### src/rtl/pic_pkg.sv
package pic_pkg;
  localparam int RA_W = 2;
  localparam logic [RA_W-1:0] ADDR_ENABLE = 2'd0;
  localparam logic [RA_W-1:0] ADDR_FLAGS  = 2'd1;

  typedef struct packed {
    logic take;     // acknowledged request this cycle
    logic retiSet;  // return from handler
    logic enWr;     // write to enable register
    logic flagWr;   // write-one-to-clear on flags
  } picStrobe_t;
endpackage

### src/rtl/pic_control.sv
module pic_control
  import pic_pkg::*;
#(
  parameter int NSRC  = 5,
  parameter int IDX_W = $clog2(NSRC + 1)
) (
  input  logic [NSRC-1:0]  flagQ,
  input  logic [NSRC-1:0]  enQ,
  input  logic             gieQ,
  input  logic             irqAck,
  input  logic             retiPulse,
  input  logic             regWe,
  input  logic [RA_W-1:0]  regAddr,
  output picStrobe_t       strb,
  output logic [NSRC-1:0]  ackMask,
  output logic             irqValid,
  output logic [IDX_W-1:0] irqVector
);
  logic [NSRC-1:0]  pending;
  logic [NSRC-1:0]  winMask;
  logic [IDX_W-1:0] winIdx;

  assign pending = flagQ & enQ;

  // lowest bit wins: scan downward so the last hit is the lowest
  always_comb begin
    winIdx  = '0;
    winMask = '0;
    for (int i = NSRC - 1; i >= 0; i--) begin
      if (pending[i]) begin
        winIdx  = IDX_W'(i + 1);
        winMask = NSRC'(1) << i;
      end
    end
  end

  assign irqValid  = gieQ & (|pending);
  assign irqVector = irqValid ? winIdx : '0;

  always_comb begin
    strb.take    = irqValid & irqAck;
    strb.retiSet = retiPulse;
    strb.enWr    = regWe && (regAddr == ADDR_ENABLE);
    strb.flagWr  = regWe && (regAddr == ADDR_FLAGS);
  end

  assign ackMask = strb.take ? winMask : '0;
endmodule

### src/rtl/pic_datapath.sv
module pic_datapath
  import pic_pkg::*;
#(
  parameter int NSRC = 5,
  parameter int RW   = NSRC + 1
) (
  input  logic            clk,
  input  logic            rstN,
  input  picStrobe_t      strb,
  input  logic [NSRC-1:0] ackMask,
  input  logic [NSRC-1:0] evtIn,
  input  logic [RA_W-1:0] regAddr,
  input  logic [RW-1:0]   regWdata,
  output logic [NSRC-1:0] flagQ,
  output logic [NSRC-1:0] enQ,
  output logic            gieQ,
  output logic [RW-1:0]   regRdata
);
  localparam int GIE_BIT = RW - 1;

  for (genvar g = 0; g < NSRC; g++) begin : g_flag
    logic clrBit;
    assign clrBit = ackMask[g] | (strb.flagWr & regWdata[g]);
    always_ff @(posedge clk or negedge rstN) begin
      if (!rstN) flagQ[g] <= 1'b0;
      else       flagQ[g] <= evtIn[g] | (flagQ[g] & ~clrBit);
    end
  end

  always_ff @(posedge clk or negedge rstN) begin
    if (!rstN)          enQ <= '0;
    else if (strb.enWr) enQ <= regWdata[NSRC-1:0];
  end

  always_ff @(posedge clk or negedge rstN) begin
    if (!rstN)             gieQ <= 1'b0;
    else if (strb.take)    gieQ <= 1'b0;
    else if (strb.retiSet) gieQ <= 1'b1;
    else if (strb.enWr)    gieQ <= regWdata[GIE_BIT];
  end

  always_comb begin
    regRdata = '0;
    case (regAddr)
      ADDR_ENABLE: begin
        regRdata[NSRC-1:0] = enQ;
        regRdata[GIE_BIT]  = gieQ;
      end
      ADDR_FLAGS: regRdata[NSRC-1:0] = flagQ;
      default:    regRdata = '0;
    endcase
  end
endmodule

### src/rtl/prio_irq_ctrl.sv
module prio_irq_ctrl
  import pic_pkg::*;
#(
  parameter int NSRC   = 5,
  parameter int ADDR_W = 12,
  parameter int RW     = NSRC + 1,
  parameter int IDX_W  = $clog2(NSRC + 1)
) (
  input  logic              clk,
  input  logic              rstN,
  input  logic [NSRC-1:0]   evtIn,
  input  logic              irqAck,
  input  logic              retiPulse,
  input  logic              regWe,
  input  logic [RA_W-1:0]   regAddr,
  input  logic [RW-1:0]     regWdata,
  output logic [RW-1:0]     regRdata,
  output logic              irqValid,
  output logic [IDX_W-1:0]  irqVector,
  output logic [ADDR_W-1:0] irqAddr
);
  picStrobe_t      strb;
  logic [NSRC-1:0] flagQ;
  logic [NSRC-1:0] enQ;
  logic [NSRC-1:0] ackMask;
  logic            gieQ;

  pic_control #(.NSRC(NSRC), .IDX_W(IDX_W)) u_ctrl (
    .flagQ(flagQ), .enQ(enQ), .gieQ(gieQ),
    .irqAck(irqAck), .retiPulse(retiPulse),
    .regWe(regWe), .regAddr(regAddr),
    .strb(strb), .ackMask(ackMask),
    .irqValid(irqValid), .irqVector(irqVector)
  );

  pic_datapath #(.NSRC(NSRC), .RW(RW)) u_dp (
    .clk(clk), .rstN(rstN), .strb(strb), .ackMask(ackMask),
    .evtIn(evtIn), .regAddr(regAddr), .regWdata(regWdata),
    .flagQ(flagQ), .enQ(enQ), .gieQ(gieQ), .regRdata(regRdata)
  );

  // one program word per vector, table based at word 0
  assign irqAddr = ADDR_W'(irqVector);
endmodule

### config.mk
export PLATFORM = sky130hd
export DESIGN_NAME = prio_irq_ctrl
export DESIGN_NICKNAME = d
export VERILOG_FILES = /design/src/rtl/pic_pkg.sv /design/src/rtl/pic_control.sv /design/src/rtl/pic_datapath.sv /design/src/rtl/prio_irq_ctrl.sv
export SDC_FILE = /design/constraint.sdc
export NUM_CORES = 1
export LEC_CHECK = 0
export BUFFER_PORTS_ARGS = -buffer_cell sky130_fd_sc_hd__clkbuf_2
export CORE_MARGIN = 4
export CORE_UTILIZATION = 43
export CTS_CLUSTER_SIZE = 14
export DETAILED_ROUTE_END_ITERATION = 10
export PLACE_DENSITY = 0.77
export SYNTH_ARGS = -nofsm -noshare
export SYNTH_HDL_FRONTEND = slang
export SYNTH_SLANG_ARGS = --single-unit
### constraint.sdc
create_clock -name clk -period 1.5 [get_ports clk]
set_input_delay 0.225 -clock clk [delete_from_list [all_inputs] [get_ports clk]]
set_output_delay 0.225 -clock clk [all_outputs]
set_load 0.005 [all_outputs]
# Yosys cells after proc, flatten, opt, wreduce, memory -nomap -nowiden
# Cells that the tools add are included.
# W data, S select, Z words.
# classes
addsub	0
n_mul	0
n_div	0
order_cmp	0
eq_ne	1
shifts	0
muxes	17
bitwise	28
n_reduce_logical	5
# op_table
cell	n
$mux W5	6
$mux W3	6
$and A1 B1 Y1	12
$or A1 B1 Y1	10
$pmux W5 S2	1
$and A5 B5 Y5	1
$not A1 Y1	5
$reduce_or A5 Y1	1
$mux W1	4
$reduce_bool A3 Y1	1
$eq A2 B1 Y1 const B	1
$logic_and A1 B1 Y1	2
$logic_not A2 Y1	1
# totals
regBits	11
latchBits	0
ramBits	0
rom_bits	0
in_bits	18
elab_cells	58
memories	0

# Depth between registers and ports, before layout
# depth
ltp_word	11
ltp_mapped	5
mapped_depth_nobuf	4

# By module
# Synthesis repeated with hierarchy kept, for this count alone.
# hier_totals
cells_unflattened	86
area_unflattened_um2	783.3
# modules_own_cells
mod	instances	cells_each	area_per_inst_um2	seq_area_each_um2
pic_datapath	1	47	545.5	275.3
pic_control	1	26	143.9	0.0
prio_irq_ctrl	1	13	93.8	0.0

# Worst setup path before layout
# OpenSTA, ideal clock, no wires.
# synth_timing
path_type	register -> register
startpoint	reg u_dp.flagQ[0]
endpoint	reg u_dp.flagQ[4]
setup_time_ns	0.120
t_arrival_ns	1.244
required_time_ns	1.380
setup_slack_ns	0.136
path_stages_with_launch	5
path_buffers	0
period_less_slack_ns	1.364
cell_sequence	dfrtp_1 > a222oi_1 > and3_1 > nand2_1 > a31o_1
# synth_between
elab_chain_len	9
word_cells_on_any_way	10
# synth_lines
element	line_no	text
start: declaration	pic_datapath.sv:14	output logic [NSRC-1:0] flagQ,
start signal: indexed assignment	pic_datapath.sv:26	else flagQ[g] <= evtIn[g] | (flagQ[g] & ~clrBit);
$and A5 B5 Y5 *	pic_control.sv:23	assign pending = flagQ & enQ;
$reduce_or A5 Y1	pic_control.sv:37	assign irqValid = gieQ & (|pending);
$and A1 B1 Y1	pic_control.sv:37	
$and A1 B1 Y1	pic_control.sv:41	strb.take = irqValid & irqAck;
$mux W5 *	pic_control.sv:47	assign ackMask = strb.take ? winMask : '0;
$or A1 B1 Y1 *	pic_datapath.sv:23	assign clrBit = ackMask[g] | (strb.flagWr & regWdata[g]);
$not A1 Y1 *	pic_datapath.sv:26	
$and A1 B1 Y1 *	pic_datapath.sv:26	
$or A1 B1 Y1 *	pic_datapath.sv:26	
# Mark *: on every way between the ends. The rest lies on a longest branch, timed or not.
# A chain may end at the register's enable or synchronous reset.

# Worst setup path in the final report
# layout_timing
startpoint	reg u_dp.flagQ[0]
endpoint	out irqValid
# layout_between
elab_chain_len	3
# layout_lines
element	line_no	text
$and A5 B5 Y5	pic_control.sv:23	
$reduce_or A5 Y1	pic_control.sv:37	
$and A1 B1 Y1	pic_control.sv:37	
end: declaration	prio_irq_ctrl.sv:18	output logic irqValid,
# No other way between the ends.

==> impl_metrics.json <==
{
  "hold_start": "evtIn[1]",
  "cts_sinks": 11,
  "grt_pass1_vias": 691,
  "violations": "negative setup slack",
  "antenna_left": 0,
  "startpoint_type": "register",
  "syn_area_per_cell_um2": 9.275,
  "ios": 40,
  "yosysWarnings": 0,
  "fillers": 141,
  "track_usage": 0.1522,
  "place.gp.congestion": 0.8123,
  "finalHoldViolCount": 0,
  "synthCells": 80,
  "cts-root-buf": "clkbuf_4",
  "maxCapViolCount": 0,
  "rsz0062_at_grt": "true",
  "synth-async-reset-ratio": 1.000,
  "whs_path_depth": 2,
  "die_x_um": 49.54,
  "maxSlewViolCount": 0,
  "die_h_um": 49.54,
  "worstSetupPathType": "register to primary output",
  "ys_seq_area_frac": 0.3710,
  "multiInputGateArea_um2": 427.9,
  "p_leak_nw": 0.5105,
  "layout-drive-gt1-share": 0.5000,
  "clock_latency_ps": 270,
  "outcome": "finished, violations left",
  "wl_per_cell_um": 14.33,
  "worstPathRequired_ps": 1270,
  "wl_um": 1949,
  "finalClockSkew_ps": 5.368,
  "ctsLongestPathBuffers": 2,
  "fin_nets": 139,
  "cp.arrival_ps": 1470,
  "setup_ws_ps": -197.0,
  "synthToLayoutAreaGrowth_pct": 35.58,
  "crit_chain": "a222oi_1 > nand2_1 > and2_4 > clkbuf_2",
  "numCtsBuffers": 3,
  "coreArea_mm2": 0.001577,
  "min_path_type": "input pin to register",
  "synth_area_um2": 742.0,
  "timing.rr.end": "u_dp.flagQ[3]$_DFF_PN0_",
  "grt_max_degree": 12,
  "critical-path-max-stage-delay_ps": 410,
  "fin_crit_ps": 1697,
  "grt_pass1_wl_um": 2911,
  "fmax_mhz": 589.3,
  "drt_iter0_drc": 22,
  "htreeDepth": 1,
  "end_kind": "primary output",
  "ir_drop_uv": 703.2,
  "power.total_mw": 1.027,
  "ys.flop_type": "dfrtp_1",
  "rows": 14,
  "antenna_cells": 0,
  "tritoncts": "built",
  "reg2regPathDepth": 4,
  "antenna_found_initial": 0,
  "rr_startpoint": "u_dp.flagQ[0]$_DFF_PN0_",
  "firstDrtPassIters": 4,
  "synth_cell_type_count": 28,
  "start_util": 0.4706,
  "numPortBuffers": 30,
  "post-route-period-util": 1.131,
  "setup_viol": 5,
  "holdWs_ps": 138.2,
  "cp_slowest_cell": "a222oi_1",
  "power.density_mw_per_mm2": 1021,
  "die_area_mm2": 0.002454,
  "grt-ovfl-total": 0,
  "dp_hpwl_um": 1419,
  "path_max_fanout": 3,
  "synth_edf_count": 0,
  "clk_pin_slew_ps": 70,
  "routed_via_density": 5.382,
  "ff_latch_area_um2": 276.5,
  "via_count": 732,
  "reg2reg_slack_ps": 70,
  "synth-seq-cells": 11,
  "worstHoldEndpoint": "u_dp.flagQ[1]$_DFF_PN0_",
  "drcViolationCount": 0
}
[synthesized netlist by cell type (2+ instances only)]
library cell | number | area, um^2
nand2_1 | 13 | 48.80
buf_4 | 12 | 90.09
dfrtp_1 | 11 | 275.3
mux2i_1 | 5 | 50.05
nor2_1 | 5 | 18.77
mux2_2 | 4 | 45.04
a21oi_1 | 3 | 15.01
a21o_1 | 2 | 15.01
a22oi_1 | 2 | 15.01
a31o_1 | 2 | 17.52
and2_1 | 2 | 12.51
buf_2 | 2 | 10.01
o21ai_0 | 2 | 10.01
[layout make-up]
cell class / instances / share of cell area
inverter: 1 / 0.003731
sequential: 11 / 0.2749
clock buffer: 3 / 0.02239
multi-input combinational: 62 / 0.4254
tap: 16 / 0.01990
timing repair buffer: 42 / 0.2488
clock inverter: 1 / 0.004975
[logic make-up after synthesis]
group,Yosys count,share of synthesized area
DFF,11,0.3710
AOI/OAI and AO/OA,17,0.1619
buffers and inverters,15,0.1400
other,1,0.005054
muxes,9,0.1282
and+or+nand+nor,27,0.1940
[power by group]
group / leakage (nW) / internal [mW] / total [mW] / switching, mW
registers: 0.117 / 0.342 / 0.397 / 0.0550
clock network: 0.0177 / 0.0988 / 0.203 / 0.105
logic: 0.376 / 0.233 / 0.427 / 0.194
[cells in the final DEF, fill, tap and decap left out]
master,count
a211oi_1,1
o211ai_1,1
buf_4,9
and3b_2,1
a31oi_1,1
inv_1,1
a21oi_2,2
o21ai_0,1
nor3b_1,1
a21oi_1,1
dlygate4sd3_1,1
nor3b_4,1
and3b_1,1
clkbuf_2,26
mux2_2,4
mux2i_1,5
a32oi_1,1
buf_2,4
nand2_2,1
and3_1,1
a22oi_1,2
and2_1,1
nand2_1,10
nand2b_1,1
o21ai_2,1
dfrtp_2,1
and2_4,1
nor2b_1,1
nor2_1,5
a31o_1,2
clkinv_2,1
clkbuf_4,3
a21o_1,2
a222oi_1,1
nand2_4,2
buf_6,2
a21boi_2,1
conb_1,9
dfrtp_1,10
[critical path, delay by kind of cell (launching register included)]
family	cells	cell delay (ps)
AOI/OAI and AO/OA	1	410
DFF	1	400
and+or+nand+nor	2	290
buffers and inverters	1	100
[routing by layer]
layer | vias to the layer above | wire length, um | GRT usage | part of all wire
li1 | 341 | - | - | -
met1 | 346 | 741 | 0.1635 | 0.38
met2 | 39 | 1016 | 0.2731 | 0.52
met3 | 6 | 151 | 0.04217 | 0.077
met4 | 0 | 40 | 0.06912 | 0.021
met5 | - | 0 | 0 | 0
[registers in the layout (all words and copies together) (netlist names)]
register / flops
u_dp.enQ: 5
u_dp.flagQ: 5
u_dp.gieQ: 1
[timing repair]
item / in CTS / in global routing
hold endpoints to repair: 11 / 0
resized for setup: 6 / 13
hold buffers: 1 / 0
pin swaps: 5 / 3
buffers inserted: 3 / 2
endpoints found under the setup margin: 7 / 8
[worst max-delay path by stage]
stage | start | end | slack (ps) | cells after the start
2_1_floorplan | u_dp.flagQ[0]$_DFF_PN0_ | u_dp.flagQ[4]$_DFF_PN0_ | 140 | 4
3_3_place_gp | u_dp.flagQ[1]$_DFF_PN0_ | irqValid | 120 | 4
3_5_place_dp | u_dp.flagQ[0]$_DFF_PN0_ | u_dp.flagQ[3]$_DFF_PN0_ | 60 | 4
4_1_cts | u_dp.enQ[0]$_DFFE_PN0P_ | irqValid | -200 | 4
5_1_grt | u_dp.flagQ[0]$_DFF_PN0_ | irqValid | -320 | 4
6_report | u_dp.flagQ[0]$_DFF_PN0_ | irqValid | -200 | 4
[per-stage QoR]
stage | setup TNS [ps] | cell area [um^2] | util | std cells | worst slack (ps)
floorplan | 0 | 772.0 | - | 88 | 136.2
finish | -617.5 | 1006 | 0.6381 | 136 | -197.0
detailed placement | 0 | 887.1 | 0.5627 | 126 | 55.32
global route | -1198 | 1006 | 0.6381 | 136 | -318.4
CTS | -549.0 | 965.9 | 0.6127 | 134 | -203.4
global placement | 0 | 887.1 | 0.5627 | 126 | 120.7
(Power assumes the default switching activity.)
